File: config.mk
export PLATFORM = sky130hd
export DESIGN_NAME = cs_dual_sampler
export DESIGN_NICKNAME = d
export VERILOG_FILES = /design/src/rtl/cs_pkg.sv /design/src/rtl/cs_trig_detect.sv /design/src/rtl/cs_conv_track.sv /design/src/rtl/cs_ovr_count.sv /design/src/rtl/cs_dual_sampler.sv
export SDC_FILE = /design/constraint.sdc
export NUM_CORES = 1
export LEC_CHECK = 0
export ABC_AREA = 1
export ABC_CLOCK_PERIOD_IN_PS = 1500
export BUFFER_PORTS_ARGS = -buffer_cell sky130_fd_sc_hd__buf_4
export CELL_PAD_IN_SITES_DETAIL_PLACEMENT = 0
export CELL_PAD_IN_SITES_GLOBAL_PLACEMENT = 1
export CORE_ASPECT_RATIO = 1.25
export CORE_UTILIZATION = 35
export DETAILED_ROUTE_END_ITERATION = 7
export MAX_ROUTING_LAYER = met4
export PLACE_DENSITY = 0.74
export SYNTH_ARGS = -nofsm -noshare
export SYNTH_HDL_FRONTEND = slang
export SYNTH_HIERARCHICAL = 1
export SYNTH_SLANG_ARGS = --single-unit
File: constraint.sdc
create_clock -name clk -period 1.5 [get_ports clk]
set_input_delay 0.225 -clock clk [delete_from_list [all_inputs] [get_ports clk]]
set_output_delay 0.225 -clock clk [all_outputs]
set_load 0.02 [all_outputs]
File: src/rtl/cs_pkg.sv
package cs_pkg;
    typedef enum logic [1:0] {
        ST_IDLE   = 2'd0,
        ST_PATH_A = 2'd1,
        ST_PATH_B = 2'd2
    } seq_st_e;
endpackage

File: src/rtl/cs_trig_detect.sv
module cs_trig_detect #(
    parameter int CNT_W   = 10,
    parameter int TRIG_AT = 399
) (
    input  logic             clk,
    input  logic             rst_n,
    input  logic [CNT_W-1:0] carrier_cnt,
    output logic             trig
);
    typedef struct packed {
        logic hit;
    } trig_st_t;

    trig_st_t q, d;
    logic     hit_now;

    always_comb begin
        hit_now = (carrier_cnt == CNT_W'(TRIG_AT));
        d       = q;
        d.hit   = hit_now;
        trig    = hit_now && !q.hit;
    end

    always_ff @(posedge clk) begin
        if (!rst_n) q <= '0;
        else        q <= d;
    end


    single_trig_chk: assert property (@(posedge clk) disable iff (!rst_n)
        trig |=> !trig);
endmodule

File: src/rtl/cs_conv_track.sv
module cs_conv_track #(
    parameter int DATA_W = 12
) (
    input  logic              clk,
    input  logic              rst_n,
    input  logic              clr,
    input  logic              eoc,
    input  logic              eos,
    input  logic [DATA_W-1:0] data,
    output logic              got_eoc,
    output logic              got_eos,
    output logic [DATA_W-1:0] result
);
    typedef struct packed {
        logic              eoc_seen;
        logic              eos_seen;
        logic [DATA_W-1:0] res;
    } trk_t;

    trk_t q, d;

    always_comb begin
        d = q;
        if (clr) begin
            d.eoc_seen = 1'b0;
            d.eos_seen = 1'b0;
        end
        if (eoc) begin
            d.eoc_seen = 1'b1;
            d.res      = data;
        end
        if (eos) d.eos_seen = 1'b1;
    end

    always_ff @(posedge clk) begin
        if (!rst_n) q <= '0;
        else        q <= d;
    end

    assign got_eoc = q.eoc_seen;
    assign got_eos = q.eos_seen;
    assign result  = q.res;


    eoc_sticky_chk: assert property (@(posedge clk) disable iff (!rst_n)
        (got_eoc && !clr) |=> got_eoc);

    eos_sticky_chk: assert property (@(posedge clk) disable iff (!rst_n)
        (got_eos && !clr) |=> got_eos);
endmodule

File: src/rtl/cs_ovr_count.sv
module cs_ovr_count #(
    parameter int OVR_W = 8
) (
    input  logic             clk,
    input  logic             rst_n,
    input  logic             inc,
    output logic [OVR_W-1:0] count
);
    localparam logic [OVR_W-1:0] TOP = '1;

    typedef struct packed {
        logic [OVR_W-1:0] n;
    } ovr_t;

    ovr_t q, d;

    always_comb begin
        d = q;
        if (inc && q.n != TOP) d.n = q.n + 1'b1;
    end

    always_ff @(posedge clk) begin
        if (!rst_n) q <= '0;
        else        q <= d;
    end

    assign count = q.n;


    ovr_monotone_chk: assert property (@(posedge clk) disable iff (!rst_n)
        1'b1 |=> count >= $past(count));
endmodule

File: src/rtl/cs_dual_sampler.sv
module cs_dual_sampler
    import cs_pkg::*;
#(
    parameter int CNT_W   = 10,
    parameter int TRIG_AT = 399,
    parameter int DATA_W  = 12,
    parameter int TMO     = 256,
    parameter int OVR_W   = 8
) (
    input  logic              clk,
    input  logic              rst_n,
    input  logic [CNT_W-1:0]  carrier_cnt,
    output logic              conv_req,
    output logic              conv2_src,
    input  logic              c1_eoc,
    input  logic              c1_eos,
    input  logic [DATA_W-1:0] c1_data,
    input  logic              c2_eoc,
    input  logic              c2_eos,
    input  logic [DATA_W-1:0] c2_data,
    output logic              busy,
    output logic              seq_done,
    output logic              pa_ok,
    output logic              pa_to,
    output logic              pa_rail,
    output logic [DATA_W-1:0] pa_res1,
    output logic [DATA_W-1:0] pa_res2,
    output logic              pb_ok,
    output logic              pb_to,
    output logic              pb_rail,
    output logic [DATA_W-1:0] pb_res1,
    output logic [DATA_W-1:0] pb_res2,
    output logic [OVR_W-1:0]  ovr_cnt
);
    localparam int NCONV = 2;
    localparam int TMR_W = $clog2(TMO + 1);
    localparam logic [TMR_W-1:0] TMR_END = TMR_W'(TMO);

    typedef struct packed {
        logic              ok;
        logic              to;
        logic              rail;
        logic [DATA_W-1:0] r1;
        logic [DATA_W-1:0] r2;
    } path_t;

    typedef struct packed {
        seq_st_e          st;
        logic             req;
        logic             done;
        logic [TMR_W-1:0] tmr;
        path_t            pa;
        path_t            pb;
    } seq_t;

    seq_t q, d;

    logic              trig;
    logic              all_in;
    logic              fin;
    logic              tmo_hit;
    logic              any_rail;
    logic              ovr_inc;
    logic [NCONV-1:0]  eoc_v, eos_v, got_eoc, got_eos, rail_v;
    logic [DATA_W-1:0] dat_v [NCONV];
    logic [DATA_W-1:0] trk_res [NCONV];

    assign eoc_v    = {c2_eoc, c1_eoc};
    assign eos_v    = {c2_eos, c1_eos};
    assign dat_v[0] = c1_data;
    assign dat_v[1] = c2_data;

    cs_trig_detect #(.CNT_W(CNT_W), .TRIG_AT(TRIG_AT)) u_trig (
        .clk         (clk),
        .rst_n       (rst_n),
        .carrier_cnt (carrier_cnt),
        .trig        (trig)
    );

    for (genvar gi = 0; gi < NCONV; gi++) begin : g_trk
        cs_conv_track #(.DATA_W(DATA_W)) u_trk (
            .clk     (clk),
            .rst_n   (rst_n),
            .clr     (q.req),
            .eoc     (eoc_v[gi]),
            .eos     (eos_v[gi]),
            .data    (dat_v[gi]),
            .got_eoc (got_eoc[gi]),
            .got_eos (got_eos[gi]),
            .result  (trk_res[gi])
        );
        assign rail_v[gi] = (trk_res[gi] == '0) || (trk_res[gi] == '1);
    end

    assign ovr_inc = trig && (q.st != ST_IDLE);

    cs_ovr_count #(.OVR_W(OVR_W)) u_ovr (
        .clk   (clk),
        .rst_n (rst_n),
        .inc   (ovr_inc),
        .count (ovr_cnt)
    );

    function automatic path_t close_path(input path_t old, input logic timed_out,
                                         input logic rail, input logic [DATA_W-1:0] v1,
                                         input logic [DATA_W-1:0] v2);
        path_t p;
        p = old;
        if (timed_out) begin
            p.to   = 1'b1;
            p.rail = 1'b0;
            p.ok   = 1'b0;
        end else begin
            p.to   = 1'b0;
            p.rail = rail;
            p.ok   = !rail;
            p.r1   = v1;
            p.r2   = v2;
        end
        return p;
    endfunction

    always_comb begin
        d        = q;
        d.req    = 1'b0;
        d.done   = 1'b0;
        all_in   = !q.req && (&got_eoc) && (&got_eos);
        any_rail = |rail_v;
        fin      = 1'b0;
        tmo_hit  = 1'b0;
        if (q.st != ST_IDLE) begin
            if (all_in) begin
                fin = 1'b1;
            end else if (q.tmr == TMR_END) begin
                fin     = 1'b1;
                tmo_hit = 1'b1;
            end else begin
                d.tmr = q.tmr + 1'b1;
            end
        end
        case (q.st)
            ST_IDLE: begin
                if (trig) begin
                    d.st  = ST_PATH_A;
                    d.req = 1'b1;
                    d.tmr = '0;
                end
            end
            ST_PATH_A: begin
                if (fin) begin
                    d.pa  = close_path(q.pa, tmo_hit, any_rail, trk_res[0], trk_res[1]);
                    d.st  = ST_PATH_B;
                    d.req = 1'b1;
                    d.tmr = '0;
                end
            end
            ST_PATH_B: begin
                if (fin) begin
                    d.pb   = close_path(q.pb, tmo_hit, any_rail, trk_res[0], trk_res[1]);
                    d.st   = ST_IDLE;
                    d.done = 1'b1;
                end
            end
            default: d.st = ST_IDLE;
        endcase
    end

    always_ff @(posedge clk) begin
        if (!rst_n) q <= '0;
        else        q <= d;
    end

    assign conv_req  = q.req;
    assign conv2_src = (q.st == ST_PATH_B);
    assign busy      = (q.st != ST_IDLE);
    assign seq_done  = q.done;
    assign pa_ok     = q.pa.ok;
    assign pa_to     = q.pa.to;
    assign pa_rail   = q.pa.rail;
    assign pa_res1   = q.pa.r1;
    assign pa_res2   = q.pa.r2;
    assign pb_ok     = q.pb.ok;
    assign pb_to     = q.pb.to;
    assign pb_rail   = q.pb.rail;
    assign pb_res1   = q.pb.r1;
    assign pb_res2   = q.pb.r2;


    req_busy_chk: assert property (@(posedge clk) disable iff (!rst_n)
        conv_req |-> busy);

    src_b_req_chk: assert property (@(posedge clk) disable iff (!rst_n)
        $rose(conv2_src) |-> conv_req);

    to_blocks_ok_chk: assert property (@(posedge clk) disable iff (!rst_n)
        (pa_to |-> !pa_ok) and (pb_to |-> !pb_ok));

    rail_blocks_ok_chk: assert property (@(posedge clk) disable iff (!rst_n)
        (pa_rail |-> !pa_ok) and (pb_rail |-> !pb_ok));

    done_idle_chk: assert property (@(posedge clk) disable iff (!rst_n)
        seq_done |-> (!busy && $past(busy)));
endmodule

==> results_dict.tcl, run 1 <==
set metrics [dict create \
    sum_of_met3_wire_segment_lengths_after_detailed_routing_um 418 \
    power.leakage_nw 2.85 \
    fmax_mhz 693 \
    cp.arrival_ns 1.22 \
    tritoncts_num_sinks 104 \
    share_of_the_clock_period_used_by_the_worst_path_after_layout_pct 96.2 \
    avgRoutedWirePerCell_um 13.3 \
    synth_cell_type_count 29 \
    clock-skew-final_ns 0.0107 \
    placedInstanceArea_um2 5440 \
    grt_pass1_wl_um 19500 \
    ys_async_sr_fraction_pct 0 \
    htreeDepth 3 \
    fillCellCount 1387 \
    outcome "complete, no violations" \
    slew_headroom_pct 70.2 \
    critical_path_class "reg2out" \
    period_needed_ns 1.44 \
    regArea_um2 2090 \
    final_hold_viol_count 0 \
    max-cap-violations 0 \
    start_util_pct 36.2 \
    predominant_post_synthesis_flop_cell "sky130_fd_sc_hd__dfxtp_1" \
    number_of_ports_placed_on_the_die_boundary 106 \
    most-common-layout-cells "sky130_fd_sc_hd__nor2_1, sky130_fd_sc_hd__buf_4, sky130_fd_sc_hd__dfxtp_1" \
    rrSetupSlack_ns 0.10 \
    via_count 4174 \
    cts.reportedPaths.clkPinSlew_ns 0.07 \
    timing.setup.tns_ns 0 \
    drtIter0Drc 184 \
    highest_layer "met4" \
    nets_in_the_synthesized_netlist 708 \
    clock_insertion_delay_worst_skew_ns 0.34 \
    post_drt_antenna_nets 0 \
    synth.avg_cell_area_um2 7.22 \
    layout_commonest_cell "sky130_fd_sc_hd__nor2_1" \
    clk_path_buf_depth 2 \
    final_util_pct 43.9 \
    core_um2 13300 \
    critPathRequiredTime_ns 1.27 \
    gr-usage-all-layers_pct 17.9 \
    rr_endpoint "pa_rail$_SDFFE_PN0P_" \
    grt_pass1_vias 3984 \
    grt_remaining_overflow 0 \
    layout_overhead_on_the_synthesized_area_pct 21.5 \
    critical_path.startpoint_type "flip-flop" \
    tightest_slew_ns 0.444 \
    final_cells 908 \
    route.met2.wl_um 5880 \
    multi_input_area_um2 2030 \
    hp-class "in2reg" \
    drt-total-wl_um 12100 \
    place.detailed.instances 890 \
    grt_max_degree 80 \
    setup_violations 0 \
    ys_ff_latch 104 \
    post_synth_instance_area_um2 4800 \
    ys_warns 6 \
    dp_hpwl_um 8460 \
    clk_root_buffer_cell "sky130_fd_sc_hd__clkbuf_16" \
    cts_buffers 9 \
    drc 0 \
    antenna_found_initial 0 \
    route.layer.met1.wl_um 5570 \
    avg_vias_per_cell 4.60 \
    port_buffers 105 \
    finalWorstSetupSlack_ns 0.0563 \
    critPathMaxFanout 6 \
    rsz0062_at_grt "yes" \
    min-delay-start "c2_data[11]" \
    power.total_mw 5.61 \
    ys_seq_area_share_pct 43.3 \
    drive_above_1_share_pct 27.7 \
    place.gp.congestion 0.824 \
    syn-instance-count 665 \
    ff2ff_path_depth 11 \
    die_w_um 107 \
    number_of_flops_mapped_to_enable_cells_by_yosys 0 \
    reg2reg_from "q[55]$_SDFF_PN0_" \
    dp_slack_ns -0.248 \
    drtPass1Iterations 4 \
    total_number_of_nets_in_the_final_design 775 \
    antenna_cells_inserted 0 \
    whs_endpoint "g_trk[1].u_trk/result[11]$_SDFFE_PN0P_" \
    die-height_um 133 \
    hold_path_depth 3 \
    post-route-cell-area_um2 5840 \
    crit_path_end_kind "output pin" \
    fp.dieArea_um2 14200 \
    clock_tree_from_tritoncts "done" \
    ir_worst_vdd_v 0.000637 \
    floorplan.rows 47 \
    whs_ns 0.105 \
    powerDensity_nw_per_um2 961 \
    maxSlewViolCount 0 \
]
-- how the worst max path moves through the flow --
stage | cells past startpoint | to | from
after floorplan | 11 | u_ovr/count[3]$_SDFFE_PN0P_ | carrier_cnt[5]
after global placement | 13 | u_ovr/count[4]$_SDFFE_PN0P_ | carrier_cnt[5]
after detailed placement | 13 | u_ovr/count[4]$_SDFFE_PN0P_ | carrier_cnt[5]
after CTS | 4 | busy | q[66]$_SDFFE_PN0P_
after global routing | 11 | pa_rail$_SDFFE_PN0P_ | q[55]$_SDFF_PN0_
final | 4 | busy | q[66]$_SDFFE_PN0P_
-- power by group --
| part | leakage, nW | switching [mW] | internal (mW) |
|---|---|---|---|
| Clock | 0.154 | 1.08 | 1.36 |
| Sequential | 0.846 | 0.0657 | 2.81 |
| Combinational | 1.85 | 0.155 | 0.134 |
-- timing repair --
item	4_1_cts	5_1_grt
pin swaps	0	3
resized for setup	4	21
gates cloned	0	1
buffers inserted	0	1
hold buffers	0	0
setup endpoints to repair	6	57
-- Yosys cell counts (3+ instances only) --
cell type	count	share of area, %
sky130_fd_sc_hd__nand3_1	23	2.4
sky130_fd_sc_hd__buf_6	8	1.9
sky130_fd_sc_hd__clkbuf_1	5	0.39
sky130_fd_sc_hd__o21ai_0	67	7.0
sky130_fd_sc_hd__nand4_1	4	0.52
sky130_fd_sc_hd__nand3b_1	3	0.47
sky130_fd_sc_hd__o21ai_1	9	0.94
sky130_fd_sc_hd__a21oi_1	20	2.1
sky130_fd_sc_hd__nor3_1	6	0.63
sky130_fd_sc_hd__nand2_1	83	6.5
sky130_fd_sc_hd__nor2_1	180	14
sky130_fd_sc_hd__nor2_2	22	2.9
sky130_fd_sc_hd__nand2_2	5	0.65
sky130_fd_sc_hd__buf_2	3	0.31
sky130_fd_sc_hd__buf_4	51	8.0
sky130_fd_sc_hd__ha_1	3	0.78
sky130_fd_sc_hd__inv_1	46	3.6
sky130_fd_sc_hd__dfxtp_1	104	43
sky130_fd_sc_hd__inv_2	9	0.70
-- kinds of logic (layout without fill, tap and decap cells) --
group	count (synthesis)	after routing	synth area share (%)
AND/OR/NAND/NOR	333	334	29.8
AO/OA/AOI/OAI	99	99	10.5
adder cells (fa/ha/maj)	3	3	0.781
buffers and inverters	126	197	15.5
flip-flops	104	104	43.3
-- layout make-up --
| class | count | share of cell area (%) |
|---|---|---|
| inverters | 55 | 3.62 |
| clock buffers | 10 | 4.09 |
| well taps | 171 | 3.67 |
| flip-flops and latches | 104 | 35.8 |
| repair buffers | 126 | 16.8 |
| multi-input cells | 436 | 34.8 |
| clock inverters | 6 | 1.26 |
-- registers in the layout, summed over array words and instances (netlist names) --
register,flops
g_trk.u_trk/result,24
conv_req,1
pa_ok,1
pb_res2,12
pb_res1,12
pa_to,1
pa_res1,12
seq_done,1
u_trig/q,1
pb_rail,1
g_trk.u_trk/got_eoc,2
pb_ok,1
pb_to,1
pa_res2,12
q,11
g_trk.u_trk/got_eos,2
u_ovr/count,8
pa_rail,1
-- worst max-delay path, stage by stage, from the launching register on --
cell                      delay [ns]
sky130_fd_sc_hd__dfxtp_4        0.38
sky130_fd_sc_hd__nor2_4         0.14
sky130_fd_sc_hd__inv_2          0.06
sky130_fd_sc_hd__buf_4          0.15
sky130_fd_sc_hd__buf_4          0.15
-- metal layers --
layer / global-route usage [%] / up-vias
met5: - / -
met4: 5.94 / 0
met3: 3.05 / 12
met2: 29.5 / 75
met1: 21.9 / 1913
li1: - / 2174
Note: power is estimated with default switching activity, not from simulation.
==> run 2, diff against run 1 <==
--- a/config.mk
+++ b/config.mk
@@ -15,7 +15,9 @@
 export DETAILED_ROUTE_END_ITERATION = 7
 export MAX_ROUTING_LAYER = met4
 export PLACE_DENSITY = 0.74
+export REMOVE_ABC_BUFFERS = 1
 export SYNTH_ARGS = -nofsm -noshare
 export SYNTH_HDL_FRONTEND = slang
 export SYNTH_HIERARCHICAL = 1
 export SYNTH_SLANG_ARGS = --single-unit
+export TNS_END_PERCENT = 100
==> results_dict.tcl, run 2 (synthesized netlist as in run 1, its figures left out) <==
set metrics [dict create \
    hold_buffers 0 \
    fp.dieArea_um2 14200 \
    critical_path_class "reg2out" \
    rr_endpoint "pa_res2[10]$_SDFFE_PN0P_" \
    ir_worst_vdd_v 0.000590 \
    final_util_pct 44.6 \
    layout_overhead_on_the_synthesized_area_pct 23.5 \
    rsz0062_at_grt "yes" \
    sum_of_met3_wire_segment_lengths_after_detailed_routing_um 594 \
    antenna_found_initial 0 \
    fmax_mhz 694 \
    maxSlewViolCount 0 \
    power.total_mw 5.53 \
    rrSetupSlack_ns 0.09 \
    via_count 4195 \
    clk_root_buffer_cell "sky130_fd_sc_hd__clkbuf_16" \
    place.gp.congestion 0.804 \
    reg2reg_from "g_trk[0].u_trk/got_eoc$_SDFFE_PN0P_" \
    share_of_the_clock_period_used_by_the_worst_path_after_layout_pct 96.1 \
    layout_commonest_cell "sky130_fd_sc_hd__nor2_1" \
    total_number_of_nets_in_the_final_design 784 \
    crit_family "flip-flops" \
    cts.reportedPaths.clkPinSlew_ns 0.07 \
    outcome "complete, no violations" \
    critical_path.startpoint_type "flip-flop" \
    final_hold_viol_count 0 \
    route.met2.wl_um 6080 \
    htreeDepth 3 \
    avg_vias_per_cell 4.58 \
    worst_path_most_repeated_cell "sky130_fd_sc_hd__buf_4" \
    die_w_um 107 \
    highest_layer "met4" \
    start_util_pct 36.2 \
    grt_pass1_wl_um 19500 \
    gr-usage-all-layers_pct 17.9 \
    clock_tree_from_tritoncts "done" \
    grt_max_degree 39 \
    route.layer.met1.wl_um 5340 \
    whs_ns 0.0999 \
    die-height_um 133 \
    critPathMaxFanout 4 \
    number_of_ports_placed_on_the_die_boundary 106 \
    placedInstanceArea_um2 5450 \
    floorplan.rows 47 \
    drc 0 \
    post_drt_antenna_nets 0 \
    min-delay-start "c1_data[6]" \
    port_buffers 105 \
    drtIter0Drc 149 \
    post-route-cell-area_um2 5930 \
    dp_hpwl_um 8400 \
    powerDensity_nw_per_um2 931 \
    clock-skew-final_ns 0.00886 \
    worstPathCellList "nor2_4 -> inv_2 -> buf_4 -> buf_4" \
    period_needed_ns 1.44 \
    crit_path_max_incr_delay_ns 0.37 \
    drt-total-wl_um 12200 \
    critPathRequiredTime_ns 1.27 \
    drtPass1Iterations 4 \
    power.leakage_nw 2.91 \
    tightest_slew_ns 0.428 \
    crit_path_end_kind "output pin" \
    largest_register_ffs 24 \
    antenna_cells_inserted 0 \
    avgRoutedWirePerCell_um 13.3 \
    hold_path_depth 3 \
    core_um2 13300 \
    slew_headroom_pct 71.3 \
    max-cap-violations 0 \
    cp.arrival_ns 1.22 \
    drive_above_1_share_pct 28.5 \
    setup_violations 0 \
    cts_buffers 9 \
    grt_pass1_vias 4152 \
    whs_endpoint "g_trk[0].u_trk/result[6]$_SDFFE_PN0P_" \
    ff2ff_path_depth 8 \
    worstPathBufferInverterCount 3 \
    cp_slowest_cell "sky130_fd_sc_hd__dfxtp_1" \
    clk_path_buf_depth 2 \
    clock_insertion_delay_worst_skew_ns 0.35 \
    hp-class "in2reg" \
    tritoncts_num_sinks 104 \
    grt_remaining_overflow 0 \
    most-common-layout-cells "sky130_fd_sc_hd__nor2_1, sky130_fd_sc_hd__buf_4, sky130_fd_sc_hd__dfxtp_1" \
]
run 2: changes by cell type in the layout (fill, tap and decap cells not counted), moves of 3 or more:
| cell | before | now |
|---|---|---|
| sky130_fd_sc_hd__buf_4 | 122 | 127 |
| sky130_fd_sc_hd__nand2_2 | 9 | 6 |
| sky130_fd_sc_hd__nor2_1 | 177 | 174 |
| sky130_fd_sc_hd__o21ai_0 | 67 | 64 |
| sky130_fd_sc_hd__o21ai_1 | 9 | 12 |
run 2: layout make-up:
cell class              count  area [µm²]
multi-input cells         436        2040
clock buffers              10         239
clock inverters             5        57.6
flip-flops and latches    104        2080
inverters                  55         211
well taps                 171         214
repair buffers            135        1080
fillers                  1406        7360
run 2: how the worst max path moves through the flow:
stage                   startpoint                     endpoint  slack [ns]  cells after the start
6_report        q[65]$_SDFFE_PN0P_                         busy        0.06                      4
4_1_cts           q[54]$_SDFF_PN0_             q[59]$_SDFF_PN0_        0.03                     11
5_1_grt           q[55]$_SDFF_PN0_         pa_rail$_SDFFE_PN0P_       -0.01                     11
3_5_place_dp        carrier_cnt[5]  u_ovr/count[4]$_SDFFE_PN0P_       -0.14                     13
2_1_floorplan  conv_req$_SDFF_PN0_      pa_res1[0]$_SDFFE_PN0P_       -0.29                      6
3_3_place_gp        carrier_cnt[5]  u_ovr/count[4]$_SDFFE_PN0P_       -0.17                     13
run 2: worst min-delay path: stages:
cell                     delay (ns)
sky130_fd_sc_hd__buf_4         0.08
sky130_fd_sc_hd__nor2_2        0.03
sky130_fd_sc_hd__nor2_1        0.08
run 2: what timing repair did:
item | 4_1_cts | 5_1_grt
resized for setup | 3 | 35
setup buffers | 0 | 4
pin swaps | 0 | 8
cloned | 0 | 4
setup endpoints to repair | 18 | 45
run 2: where the power goes:
group | internal, mW | leakage [nW] | switching, mW | total (mW)
logic | 0.135 | 1.91 | 0.155 | 0.290
clock network | 1.33 | 0.148 | 1.03 | 2.36
registers | 2.81 | 0.845 | 0.0630 | 2.88
run 2: routing by layer:
layer  GRT usage (%)  up-vias
met5               -        -
met4            7.23        0
met3            3.99       15
met2            29.6       85
met1            20.8     1905
li1                -     2190
run 2: through the flow:
stage | setup slack, ns | setup TNS, ns | cells
floorplan | -0.292 | -7.53 | 594
global placement | -0.169 | -0.984 | 893
detailed placement | -0.142 | -0.813 | 893
CTS | 0.0306 | 0 | 908
global route | -0.0129 | -0.0262 | 916
finish | 0.0592 | 0 | 916
